<file path="config.mk">
export PLATFORM = sky130hd
export DESIGN_NAME = adc_conv_seq
export DESIGN_NICKNAME = d
export VERILOG_FILES = /design/src/rtl/adc_seq_pkg.sv /design/src/rtl/adc_edge_sync.sv /design/src/rtl/adc_phase_timer.sv /design/src/rtl/adc_conv_seq.sv
export SDC_FILE = /design/constraint.sdc
export NUM_CORES = 1
export LEC_CHECK = 0
export ABC_AREA = 1
export ABC_CLOCK_PERIOD_IN_PS = 1850
export BUFFER_PORTS_ARGS = -buffer_cell sky130_fd_sc_hd__buf_2
export CAP_MARGIN = 20
export CORE_ASPECT_RATIO = 1.2
export CORE_MARGIN = 2
export CORE_UTILIZATION = 49
export DETAILED_ROUTE_END_ITERATION = 10
export PLACE_DENSITY = 0.88
export SYNTH_ARGS = -nofsm -noshare
export SYNTH_HDL_FRONTEND = slang
export SYNTH_SLANG_ARGS = --single-unit
</file>
<file path="constraint.sdc">
create_clock -name clk -period 1.85 [get_ports clk]
set_input_delay 0.37 -clock clk [delete_from_list [all_inputs] [get_ports clk]]
set_output_delay 0.37 -clock clk [all_outputs]
set_load 0.05 [all_outputs]
</file>
<file path="src/rtl/adc_seq_pkg.sv">
package adc_seq_pkg;

  typedef enum logic [1:0] {
    PH_IDLE = 2'd0,
    PH_CONV = 2'd1,
    PH_READ = 2'd2
  } phase_t;

  localparam int unsigned NUM_TRIG = 3;

  // Edge of the programmed polarity between two synchronised samples.
  function automatic logic edge_hit(input logic prev, input logic cur, input logic fall);
    return fall ? (prev & ~cur) : (~prev & cur);
  endfunction

endpackage

</file>
<file path="src/rtl/adc_edge_sync.sv">
module adc_edge_sync #(
  parameter int unsigned W = 1
) (
  input  logic         clk,
  input  logic         rst_n,
  input  logic [W-1:0] pin_in,
  input  logic [W-1:0] fall_sel,
  output logic [W-1:0] edge_out
);
  import adc_seq_pkg::*;

  for (genvar i = 0; i < W; i++) begin : g_bit
    logic s1, s2, s3;
    always_ff @(posedge clk or negedge rst_n) begin
      if (!rst_n) begin
        s1 <= 1'b0;
        s2 <= 1'b0;
        s3 <= 1'b0;
      end else begin
        s1 <= pin_in[i];
        s2 <= s1;
        s3 <= s2;
      end
    end
    assign edge_out[i] = edge_hit(s3, s2, fall_sel[i]);
  end

endmodule

</file>
<file path="src/rtl/adc_phase_timer.sv">
module adc_phase_timer #(
  parameter int unsigned CNT_W = 16
) (
  input  logic             clk,
  input  logic             rst_n,
  input  logic             load,
  input  logic [CNT_W-1:0] load_val,
  input  logic             run,
  output logic             last
);

  logic [CNT_W-1:0] cnt;

  // A loaded value of 0 or 1 both give a one-cycle phase.
  function automatic logic last_tick(input logic [CNT_W-1:0] c);
    return c <= CNT_W'(1);
  endfunction

  always_ff @(posedge clk or negedge rst_n) begin
    if (!rst_n)                     cnt <= '0;
    else if (load)                  cnt <= load_val;
    else if (run && cnt != '0)      cnt <= cnt - CNT_W'(1);
  end

  assign last = last_tick(cnt);

endmodule

</file>
<file path="src/rtl/adc_conv_seq.sv">
module adc_conv_seq #(
  parameter int unsigned DATA_W = 16,
  parameter int unsigned CNT_W  = 16,
  parameter int unsigned SEL_W  = 2
) (
  input  logic                               clk,
  input  logic                               rst_n,
  input  logic [adc_seq_pkg::NUM_TRIG-1:0]   conv_trig_in,
  input  logic [SEL_W-1:0]                   trig_sel,
  input  logic [adc_seq_pkg::NUM_TRIG-1:0]   trig_fall,
  input  logic                               sw_start,
  input  logic                               dac_busy,
  input  logic                               rdy_in,
  input  logic                               rdy_fall,
  input  logic                               open_loop,
  input  logic [CNT_W-1:0]                   conv_len,
  input  logic [CNT_W-1:0]                   tmo_len,
  input  logic [CNT_W-1:0]                   hold_len,
  input  logic                               cs_act_high,
  input  logic                               wide_mode,
  input  logic [DATA_W-1:0]                  adc_data_in,
  input  logic                               tmo_clr,
  output logic                               adc_cs,
  output logic                               adc_rc,
  output logic                               busy,
  output logic [DATA_W-1:0]                  data_out,
  output logic                               done,
  output logic                               tmo_flag
);
  import adc_seq_pkg::*;

  localparam int unsigned NARROW_W = DATA_W / 2;

  function automatic logic [DATA_W-1:0] fmt_data(input logic [DATA_W-1:0] raw, input logic wide);
    return wide ? raw : {{(DATA_W-NARROW_W){1'b0}}, raw[NARROW_W-1:0]};
  endfunction

  phase_t state;
  logic [NUM_TRIG-1:0] trig_edge;
  logic                rdy_edge;
  logic                trig_hit;
  logic                start_go, rdy_go, conv_last, to_read, tmo_hit, read_done;
  logic                tmr_last, tmr_load;
  logic [CNT_W-1:0]    tmr_val;

  adc_edge_sync #(.W(NUM_TRIG)) u_trig_sync (
    .clk(clk), .rst_n(rst_n), .pin_in(conv_trig_in), .fall_sel(trig_fall), .edge_out(trig_edge)
  );

  adc_edge_sync #(.W(1)) u_rdy_sync (
    .clk(clk), .rst_n(rst_n), .pin_in(rdy_in), .fall_sel(rdy_fall), .edge_out(rdy_edge)
  );

  always_comb begin
    trig_hit = 1'b0;
    for (int i = 0; i < NUM_TRIG; i++)
      if (trig_sel == SEL_W'(i)) trig_hit = trig_hit | trig_edge[i];
  end

  // Phase events, named for the checker.
  assign start_go  = (state == PH_IDLE) && !dac_busy && (sw_start || trig_hit);
  assign rdy_go    = (state == PH_CONV) && !open_loop && rdy_edge;
  assign conv_last = (state == PH_CONV) && tmr_last;
  assign to_read   = rdy_go || (conv_last && open_loop);
  assign tmo_hit   = conv_last && !open_loop && !rdy_go;
  assign read_done = (state == PH_READ) && tmr_last;

  assign tmr_load = start_go || to_read;
  assign tmr_val  = start_go ? (open_loop ? conv_len : tmo_len) : hold_len;

  adc_phase_timer #(.CNT_W(CNT_W)) u_timer (
    .clk(clk), .rst_n(rst_n), .load(tmr_load), .load_val(tmr_val),
    .run(state != PH_IDLE), .last(tmr_last)
  );

  always_ff @(posedge clk or negedge rst_n) begin
    if (!rst_n) begin
      state <= PH_IDLE;
    end else begin
      unique case (state)
        PH_IDLE: if (start_go)          state <= PH_CONV;
        PH_CONV: if (to_read)           state <= PH_READ;
                 else if (tmo_hit)      state <= PH_IDLE;
        PH_READ: if (read_done)         state <= PH_IDLE;
        default:                        state <= PH_IDLE;
      endcase
    end
  end

  always_ff @(posedge clk or negedge rst_n) begin
    if (!rst_n) begin
      data_out <= '0;
      done     <= 1'b0;
      tmo_flag <= 1'b0;
    end else begin
      done <= read_done;
      if (read_done) data_out <= fmt_data(adc_data_in, wide_mode);
      if (tmo_hit)      tmo_flag <= 1'b1;
      else if (tmo_clr) tmo_flag <= 1'b0;
    end
  end

  assign busy   = (state != PH_IDLE);
  assign adc_rc = (state == PH_READ);
  assign adc_cs = busy ? cs_act_high : ~cs_act_high;

endmodule

</file>
# Word level (Yosys, flattened, before mapping)
# Index checks and enable logic that the tools add are counted.
[word_totals] ff_bits=48 latchBits=0 mem_bits_rw=0 mem_bits_ro=0 in_bits=82 out_inout_bits=21 word_cells=88 memories=0
[op_classes] n_addsub=1 mul=0 div_mod_pow=0 n_lt_le_gt_ge=1 n_eq_ne=7 shift=0 mux=20 bitwise_logic=19 reduce_logical=23
[op_table] cell="$mux 16" count=5
[op_table] cell="$le 16x1->1 const B" count=1
[op_table] cell="$reduce_bool 16->1" count=1
[op_table] cell="$sub 16x1->16 const B" count=1
[op_table] cell="$logic_and 1x1->1" count=10
[op_table] cell="$mux 1" count=10
[op_table] cell="$not 1->1" count=9
[op_table] cell="$and 1x1->1" count=8
[op_table] cell="$mux 2" count=4
[op_table] cell="$pmux 2 s3" count=1
[op_table] cell="$reduce_bool 2->1" count=3
[op_table] cell="$eq 2x1->1 const B" count=2
[op_table] cell="$eq 2x2->1 const B" count=2
[op_table] cell="$logic_not 2->1" count=2
[op_table] cell="$logic_not 1->1" count=3
[op_table] cell="$logic_or 1x1->1" count=3
[op_table] cell="$ne 3x3->1 const B" count=1
[op_table] cell="$reduce_and 3->1" count=1
[op_table] cell="$ne 2x1->1 const B" count=1
[op_table] cell="$ne 2x2->1 const B" count=1
[op_table] cell="$or 1x1->1" count=2

# Logic depth before layout (Yosys ltp)
# Gate-level depths: netlist of the first run.
[depth] ltp_word=12 ltp_mapped=13 mapped_depth_nobuf=12

# Hierarchy
# Synthesis of the first run repeated with hierarchy kept, for this count alone.
[hier_totals] cells_unflattened=417 hier_area_um2=2991.6
[by_module_without_submodules] module="adc_conv_seq" n_inst=1 cells_each=207 area_per_inst_um2=1331.3 seq_area_each_um2=500.5
[by_module_without_submodules] module="adc_phase_timer" n_inst=1 cells_each=174 area_per_inst_um2=1260.0 seq_area_each_um2=400.4
[by_module_without_submodules] module="adc_edge_sync at u_trig_sync" n_inst=1 cells_each=27 area_per_inst_um2=300.3 seq_area_each_um2=225.2
[by_module_without_submodules] module="adc_edge_sync at u_rdy_sync" n_inst=1 cells_each=9 area_per_inst_um2=100.1 seq_area_each_um2=75.1

# Worst setup path after synthesis of the first run
# No wires, ideal clock.
[synth_timing] path_type="reg-to-reg" from="register state[0]" to="register data_out[10]" setup_time_ns=0.118 t_arrival_ns=1.861 required_time_ns=1.732 path_slack_ns=-0.128 path_stages_with_launch=8 n_path_buf=1 synth_period_minus_slack_ns=1.978 cell_sequence="dfrtp_1 > nor2_1 > inv_1 > nor2_8 > inv_2 > buf_6 > nand2_1 > nand2_1"
[synth_via] elab_chain_len=2
[synth_rtl] item="start: declaration" line_no="adc_conv_seq.sv:38" text="phase_t state;"
[synth_rtl] item="start signal: assignment" line_no="adc_conv_seq.sv:78" text="state <= PH_IDLE;"
[synth_rtl] item="start signal: assignment" line_no="adc_conv_seq.sv:81" text="PH_IDLE: if (start_go) state <= PH_CONV;"
[synth_rtl] item="start signal: assignment" line_no="adc_conv_seq.sv:82" text="PH_CONV: if (to_read) state <= PH_READ;"
[synth_rtl] item="$eq 2x2->1"
[synth_rtl] item="named net adc_rc" line_no="adc_conv_seq.sv:24" text="output logic adc_rc,"
[synth_rtl] item="$logic_and 1x1->1" line_no="adc_conv_seq.sv:66" text="assign read_done = (state == PH_READ) && tmr_last;"
[synth_rtl] item="end signal: assignment" line_no="adc_conv_seq.sv:97" text="if (read_done) data_out <= fmt_data(adc_data_in, wide_mode);"
[synth_rtl] item="end: declaration" line_no="adc_conv_seq.sv:26" text="output logic [DATA_W-1:0] data_out,"
# The timed path passes the listed nets, and every way through them passes these cells.
# A chain may end at the register's enable or synchronous reset.

# Worst setup path after layout of the first run
[layout_timing] from="register u_timer.cnt[1]" to="register u_timer.cnt[9]"
[layout_via] elab_chain_len=6 word_cells_on_any_way=11 cone_classes="add/sub: 1; order compare: 1; mux: 2; reduce/logical: 7"
[layout_rtl] item="start: declaration" line_no="adc_phase_timer.sv:12" text="logic [CNT_W-1:0] cnt;"
[layout_rtl] item="start signal: assignment" line_no="adc_phase_timer.sv:21" text="else if (load) cnt <= load_val;"
[layout_rtl] item="start signal: assignment" line_no="adc_phase_timer.sv:22" text="else if (run && cnt != '0) cnt <= cnt - CNT_W'(1);"
[layout_rtl] item="$le 16x1->1" line_no="adc_phase_timer.sv:16" text="return c <= CNT_W'(1);"
[layout_rtl] item="$logic_and 1x1->1" line_no="adc_conv_seq.sv:63" text="assign conv_last = (state == PH_CONV) && tmr_last;"
[layout_rtl] item="$logic_and 1x1->1" line_no="adc_conv_seq.sv:64" text="assign to_read = rdy_go || (conv_last && open_loop);"
[layout_rtl] item="$logic_or 1x1->1" line_no="adc_conv_seq.sv:64"
[layout_rtl] item="$logic_or 1x1->1" line_no="adc_conv_seq.sv:68" text="assign tmr_load = start_go || to_read;"
[layout_rtl] item="$mux 16 / $reduce_bool 2->1 (equally long branches)"
# Several ways; a longest one is shown, not always the timed one. The select of a mux whose other input is x is not followed.

==> results by group, run 1 <==
Synth
  – Sequential share of the synthesized area: 0.415
  – Post-synthesis net count: 447
  – Syn Inst Count: 362
  – Synth cell count leaders: nand2_1 (108), dfrtp_1 (48), nand3_1 (38)
  – Cell taking the most area after synthesis: dfrtp_1
  – Post-synth top area share: 0.415
  – Synth warnings: 0
  – Syn_area_per_cell: 8.00 um^2
  – Most used DFF post-synth: dfrtp_1
  – Post-Syn Area: 0.00290 mm^2
  – Async SR Flop Fraction: 1.00
  – Flops & latches, synth: 48
  – Synth cell types: 39
  – Largest cells by area after synthesis: dfrtp_1 (41%), nand2_1 (14%), nand3_1 (6.6%)
  – Post-synth EDFFs: 0
  – Top-count cell post-synth: nand2_1

Global route
  – Initial antenna violation count: 0
  – Grt total ovfl: 0
  – Total track usage: 0.221
  – Vias in the first global route: 2626
  – Largest net degree at the start of global routing: 35
  – First-pass GRT wire length: 11300 um

CTS
  – H-tree Lvls: 2
  – CTS buffer count: 5
  – Sink Count: 48
  – Max clock buf depth: 2
  – Clock latency on the worst-skew pair: 310 ps
  – Clock transition at path regs: 90 ps
  – Root Driver: clkbuf_8
  – Hold Buf Count CTS: 0
  – CTS tree: done

Critical path
  – Most numerous cell on the critical path: nor2_1
  – Worst path bufs/invs: 3
  – CP max-delay cell: dfrtp_1
  – Reg-to-Reg Start: u_timer.cnt[1]
  – Top delay family on crit path: simple AND/OR/NAND/NOR gates
  – Critical path type: flop to flop
  – CP Launch Point: u_timer.cnt[1]
  – CP max stage delay: 410 ps
  – Reg2Reg Depth: 11
  – CP endpoint kind: flop
  – Worst-path cell chain: inv_2, ha_2, nor2_2, nor3_4, nand3_2, nand2_4, inv_8, nand3_4, buf_12, nor2_1, nor2_1
  – Stages on worst setup path: 11
  – Crit path arrival time: 1960 ps
  – Worst EP required: 2050 ps
  – CP Launch Type: flop
  – Worst Path Max Fanout: 17

Floorplanning
  – Die width: 74.2 um
  – I/O Pins: 103
  – Initial core utilization: 0.511
  – Chip height: 88.2 um
  – Core box area: 0.00567 mm^2
  – Die Area: 0.00654 mm^2
  – Row cnt: 30

Layout
  – Non-filler cells, final: 552
  – Nets@finish: 556
  – Layout cells sized above 1: 0.362
  – Cell area after layout: 0.00373 mm^2
  – Layout area overhead: 28.7%
  – Antenna Cells: 0
  – Final core utilization: 0.658

Pwr
  – Worst vdd ir: 0.788 mV
  – Leakage: 1.89 nW
  – Pwr/cell area: 1280 mW/mm^2

Place
  – Placed Cells: 540
  – Placer Congestion: 0.913
  – DP Area: 0.00350 mm^2
  – Final HPWL DP: 5260 um
  – IO Port Bufs: 102

STA
  – Worst Tran Pin Value: 473 ps
  – Period utilisation layout: 0.951
  – Final min period: 1760 ps
  – Fin. Hold Viols: 0
  – Final Max Tran Viols: 0
  – Setup Viol. Count Final: 0
  – Worst Skew: 11.2 ps
  – Fmax: 0.568 GHz
  – Slew HR: 0.685

Detailed routing
  – Antenna-violating nets left: 0
  – Total Wirelength: 6980 um
  – DR iter-0 viols: 177
  – Total number of vias: 2778
  – WL/cell: 12.7 um
  – Drt pass-1 iters: 4
  – DRC: 0
  – Vias per inst: 5.03

Hold path
  – Hold crit path type: primary input to async pin

Run status
  – Status: completed

Flow run
  – Max-Cap Viols: 0
==> flip-flops by register name (all words and copies together) (netlist names) <==
signal / flops
data_out: 16
u_timer.cnt: 16
u_trig_sync.g_bit.s1: 3
u_trig_sync.g_bit.s2: 3
u_trig_sync.g_bit.s3: 3
state: 2
done: 1
tmo_flag: 1
u_rdy_sync.g_bit.s1: 1
u_rdy_sync.g_bit.s2: 1
u_rdy_sync.g_bit.s3: 1
==> cell families (layout without fill, tap and decap cells) <==
family,after synthesis,in the layout,share of synthesized area
adder cells (fa/ha/maj),3,3,0.0130
AO/OA/AOI/OAI,31,31,0.0648
XOR/XNOR,9,9,0.0272
flip-flops,48,48,0.415
AND/OR/NAND/NOR,209,209,0.341
buffers and inverters,46,156,0.0773
multiplexers,16,16,0.0618
==> what timing repair did <==
item	in CTS	in global routing
setup buffers	1	3
pin swaps	1	1
gates cloned	0	0
endpoints found under the setup margin	11	32
gates resized for setup	0	14
==> cells in the final DEF, fill, tap and decap left out, drive strengths merged, types with 3 or more instances in the layout <==
cell type,count
nand2,115
buf,114
dfrtp,48
nand3,45
nor2,37
inv,35
o21ai,16
mux2,15
o211ai,7
xor2,6
clkbuf,5
nand4,4
a21oi,4
nand3b,3
xnor2,3
nor3,3
ha,3
==> per-layer routing <==
metal | up-vias | global-route usage | part of all wire
li1 | 1390 | - | -
met5 | - | 0 | 0
met1 | 1261 | 0.279 | 0.41
met3 | 9 | 0.0535 | 0.089
met2 | 118 | 0.364 | 0.49
met4 | 0 | 0.0876 | 0.014
==> metrics by stage <==
stage / hold WS [ps] / power, mW / setup TNS [ps] / worst slack, ps
after floorplan: 74.4 / 3.08 / 0 / 150
after global placement: 332 / 3.56 / 0 / 62.2
after detailed placement: 335 / 3.64 / -153 / -39.5
after CTS: 8.90 / 4.55 / 0 / 14.3
after global routing: 26.2 / 5.11 / -193 / -43.6
final: 4.37 / 4.76 / 0 / 90.7
==> report_power, final <==
part	total, mW	switching [mW]	leakage (nW)	internal, mW
Sequential	1.56	0.280	0.526	1.28
Clock	0.903	0.359	0.0687	0.544
Combinational	2.29	1.41	1.30	0.881
Total	4.76	2.05	1.89	2.71
==> worst paths after layout <==
kind / to / slack [ps]
max in group asynchronous: u_trig_sync.g_bit[0].s3 / 1330
worst min-delay path: u_timer.cnt[12] / 4
worst max register to register: u_timer.cnt[9] / 90
worst min register to register: u_trig_sync.g_bit[0].s2 / 350
worst max-delay path: u_timer.cnt[9] / 90
min in group clk: u_rdy_sync.g_bit[0].s1 / 170
==> cell type report <==
class / instances / area, um^2
clock buffers: 5 / 68.8
clock inverters: 3 / 68.8
fillers: 461 / 1940
inverters: 34 / 138
multi-input cells: 268 / 1510
flip-flops and latches: 48 / 1200
well taps: 80 / 100
repair buffers: 114 / 638
(Power assumes the default switching activity.)
==> run 2: changes to the inputs <==
--- a/config.mk
+++ b/config.mk
@@ -6,7 +6,7 @@
 export NUM_CORES = 1
 export LEC_CHECK = 0
 export ABC_AREA = 1
-export ABC_CLOCK_PERIOD_IN_PS = 1850
+export ABC_CLOCK_PERIOD_IN_PS = 2100
 export BUFFER_PORTS_ARGS = -buffer_cell sky130_fd_sc_hd__buf_2
 export CAP_MARGIN = 20
 export CORE_ASPECT_RATIO = 1.2
==> constraint.sdc (replaced) <==
create_clock -name clk -period 2.1 [get_ports clk]
set_input_delay 0.42 -clock clk [delete_from_list [all_inputs] [get_ports clk]]
set_output_delay 0.42 -clock clk [all_outputs]
set_load 0.05 [all_outputs]
==> run 2 against run 1 <==
Compared with the run above: total power down 21%; flip-flop and latch count is the same; die area did not move; clock power fell by 36%; first-iteration DRC count decreased by 12%; final area down 4.0%; wire length down 0.84%; critical path depth is the same; cell count shrank 0.91%; setup slack improved by 110 ps; hold slack better by 15 ps; critical endpoint is now u_timer.cnt[6]; largest cell class unchanged; highest routed layer unchanged.
==> results by group, run 2 (same netlist as run 1, synthesis figures left out) <==
Run status
  – Status: completed

Pwr
  – Worst vdd ir: 0.516 mV (-35%)
  – Leakage: 1.82 nW (-3.8%)
  – Pwr/cell area: 1040 mW/mm^2 (-18%)

Global route
  – First-pass GRT wire length: 11500 um (+2.3%)
  – Largest net degree at the start of global routing: 35 (unchanged)
  – Vias in the first global route: 2690 (+2.4%)
  – Total track usage: 0.227 (+0.00619)
  – Grt total ovfl: 0 (unchanged)
  – Initial antenna violation count: 0 (unchanged)

CTS
  – Post_cts resized: 0 (unchanged)
  – Postcts setup bufs: 0 (-1)
  – Clock transition at path regs: 90 ps (about the same)
  – Sink Count: 48 (unchanged)
  – Root Driver: clkbuf_8
  – Hold Buf Count CTS: 0 (unchanged)
  – Clock latency on the worst-skew pair: 300 ps (about the same)
  – Max clock buf depth: 2 (unchanged)
  – CTS tree: done
  – H-tree Lvls: 2 (unchanged)
  – CTS buffer count: 5 (unchanged)

STA
  – Worst Tran Pin Value: 384 ps (-88.6 ps)
  – Hold WS: 19.7 ps (+15.3 ps)
  – Setup Viol. Count Final: 0 (unchanged)
  – Fmax: 0.527 GHz (-7.2%)
  – Final Max Tran Viols: 0 (unchanged)
  – Final TNS setup: 0 ps (unchanged)
  – Fin. Hold Viols: 0 (unchanged)
  – Worst Skew: 5.06 ps (-6.18 ps)
  – Final min period: 1900 ps (+137 ps)
  – Slew HR: 0.744 (+0.0591)
  – Period utilisation layout: 0.903 (-0.0477)
  – RSZ-0062 raised after global routing: false

Place
  – IO Port Bufs: 102 (unchanged)
  – Placer Congestion: 0.922 (+1.0%)
  – Final HPWL DP: 5420 um (+2.9%)

Critical path
  – CP endpoint kind: flop
  – CP max stage delay: 420 ps (about the same)
  – CP Launch Type: flop
  – Worst Path Max Fanout: 17 (unchanged)
  – Most numerous cell on the critical path: inv_4
  – Worst EP required: 2290 ps (+240 ps)
  – Top delay family on crit path: simple AND/OR/NAND/NOR gates
  – Critical path type: flop to flop
  – Crit path arrival time: 2080 ps (+120 ps)
  – Worst path bufs/invs: 3 (unchanged)
  – Worst-path cell chain: inv_1, ha_1, nor2_1, nor3_2, nand3_2, nand2_2, inv_4, nand3_4, inv_4, nand2_1, nand3_1
  – CP max-delay cell: dfrtp_1

Floorplanning
  – Initial core utilization: 0.511 (unchanged)
  – I/O Pins: 103 (unchanged)
  – Die width: 74.2 um (unchanged)
  – Core box area: 0.00567 mm^2 (unchanged)
  – Chip height: 88.2 um (unchanged)
  – Row cnt: 30 (unchanged)
  – Die Area: 0.00654 mm^2 (unchanged)

Detailed routing
  – WL/cell: 12.7 um (about the same)
  – Vias per inst: 5.11 (+1.6%)
  – DRC: 0 (unchanged)
  – Total Wirelength: 6920 um (-0.84%)
  – Antenna-violating nets left: 0 (unchanged)
  – Drt pass-1 iters: 4 (unchanged)
  – Total number of vias: 2796 (+0.65%)
  – DR iter-0 viols: 156 (-12%)

Hold path
  – Hold crit path type: primary input to async pin

Layout
  – Final core utilization: 0.631 (-0.0265)
  – Antenna Cells: 0 (unchanged)
  – Commonest cells after routing, fill and taps aside: nand2_1 (108), buf_2 (102), dfrtp_1 (48)
  – Layout area overhead: 23.5%
  – Register Area: 0.00120 mm^2 (-0.10%)
  – Multi-input logic area: 0.00147 mm^2 (-2.7%)
  – Filler cell count in the final layout: 502 (+8.9%)
  – Nets@finish: 551 (-0.90%)
  – Layout cells sized above 1: 0.338 (-0.0240)
  – Registers with the most flip-flops: data_out: 16 flops, u_timer.cnt: 16 flops
  – Commonest non-fill, non-tap cell in the layout: nand2_1

Flow run
  – Max-Cap Viols: 0 (unchanged)
## run 2: final cells by class
class | count | area share
Tap cell | 80 | 0.0280
Timing Repair Buffer | 109 | 0.161
Multi-Input combinational cell | 268 | 0.411
Clock inverter | 2 | 0.00420
Clock buffer | 6 | 0.0231
Sequential cell | 48 | 0.336
Inverter | 34 | 0.0371
## run 2: per-stage QoR
stage	total power [mW]	cell area [um^2]	worst slack (ps)	instances
floorplan	2.71	2900	122	362
global placement	3.10	3480	292	539
detailed placement	3.16	3480	225	539
CTS	3.75	3580	205	547
global route	4.04	3580	21.9	547
finish	3.73	3580	203	547
## run 2: worst register-to-register path, stage by stage, from the launching register on
cell     delay [ps]
dfrtp_1         420
inv_1           140
ha_1            220
nor2_1           70
nor3_2          220
nand3_2          90
nand2_2         100
inv_4           100
nand3_4         180
inv_4            90
nand2_1          70
nand3_1          80
## run 2: where the power goes
group / leakage, nW / switching [mW] / internal, mW / total (mW)
clock: 0.0434 / 0.314 / 0.267 / 0.581
combinational: 1.25 / 1.16 / 0.644 / 1.80
sequential: 0.527 / 0.224 / 1.13 / 1.35
## run 2: per-layer routing
metal	GRT usage	vias to the layer above	part of all wire
li1	-	1376	-
met1	0.278	1287	0.41
met2	0.394	125	0.49
met3	0.0490	8	0.084
met4	0.0777	0	0.012
met5	0	-	0
## run 2: final timing paths
kind	slack, ps	cells after the start	end	start
max	200	11	u_timer.cnt[6]	u_timer.cnt[0]
min	20	1	u_timer.cnt[10]	rst_n
max reg2reg	200	11	u_timer.cnt[6]	u_timer.cnt[0]
min reg2reg	350	0	u_trig_sync.g_bit[2].s2	u_trig_sync.g_bit[2].s1
max in group asynchronous	1500	2	u_trig_sync.g_bit[0].s2	rst_n
min in group clk	220	1	u_trig_sync.g_bit[1].s1	conv_trig_in[1]
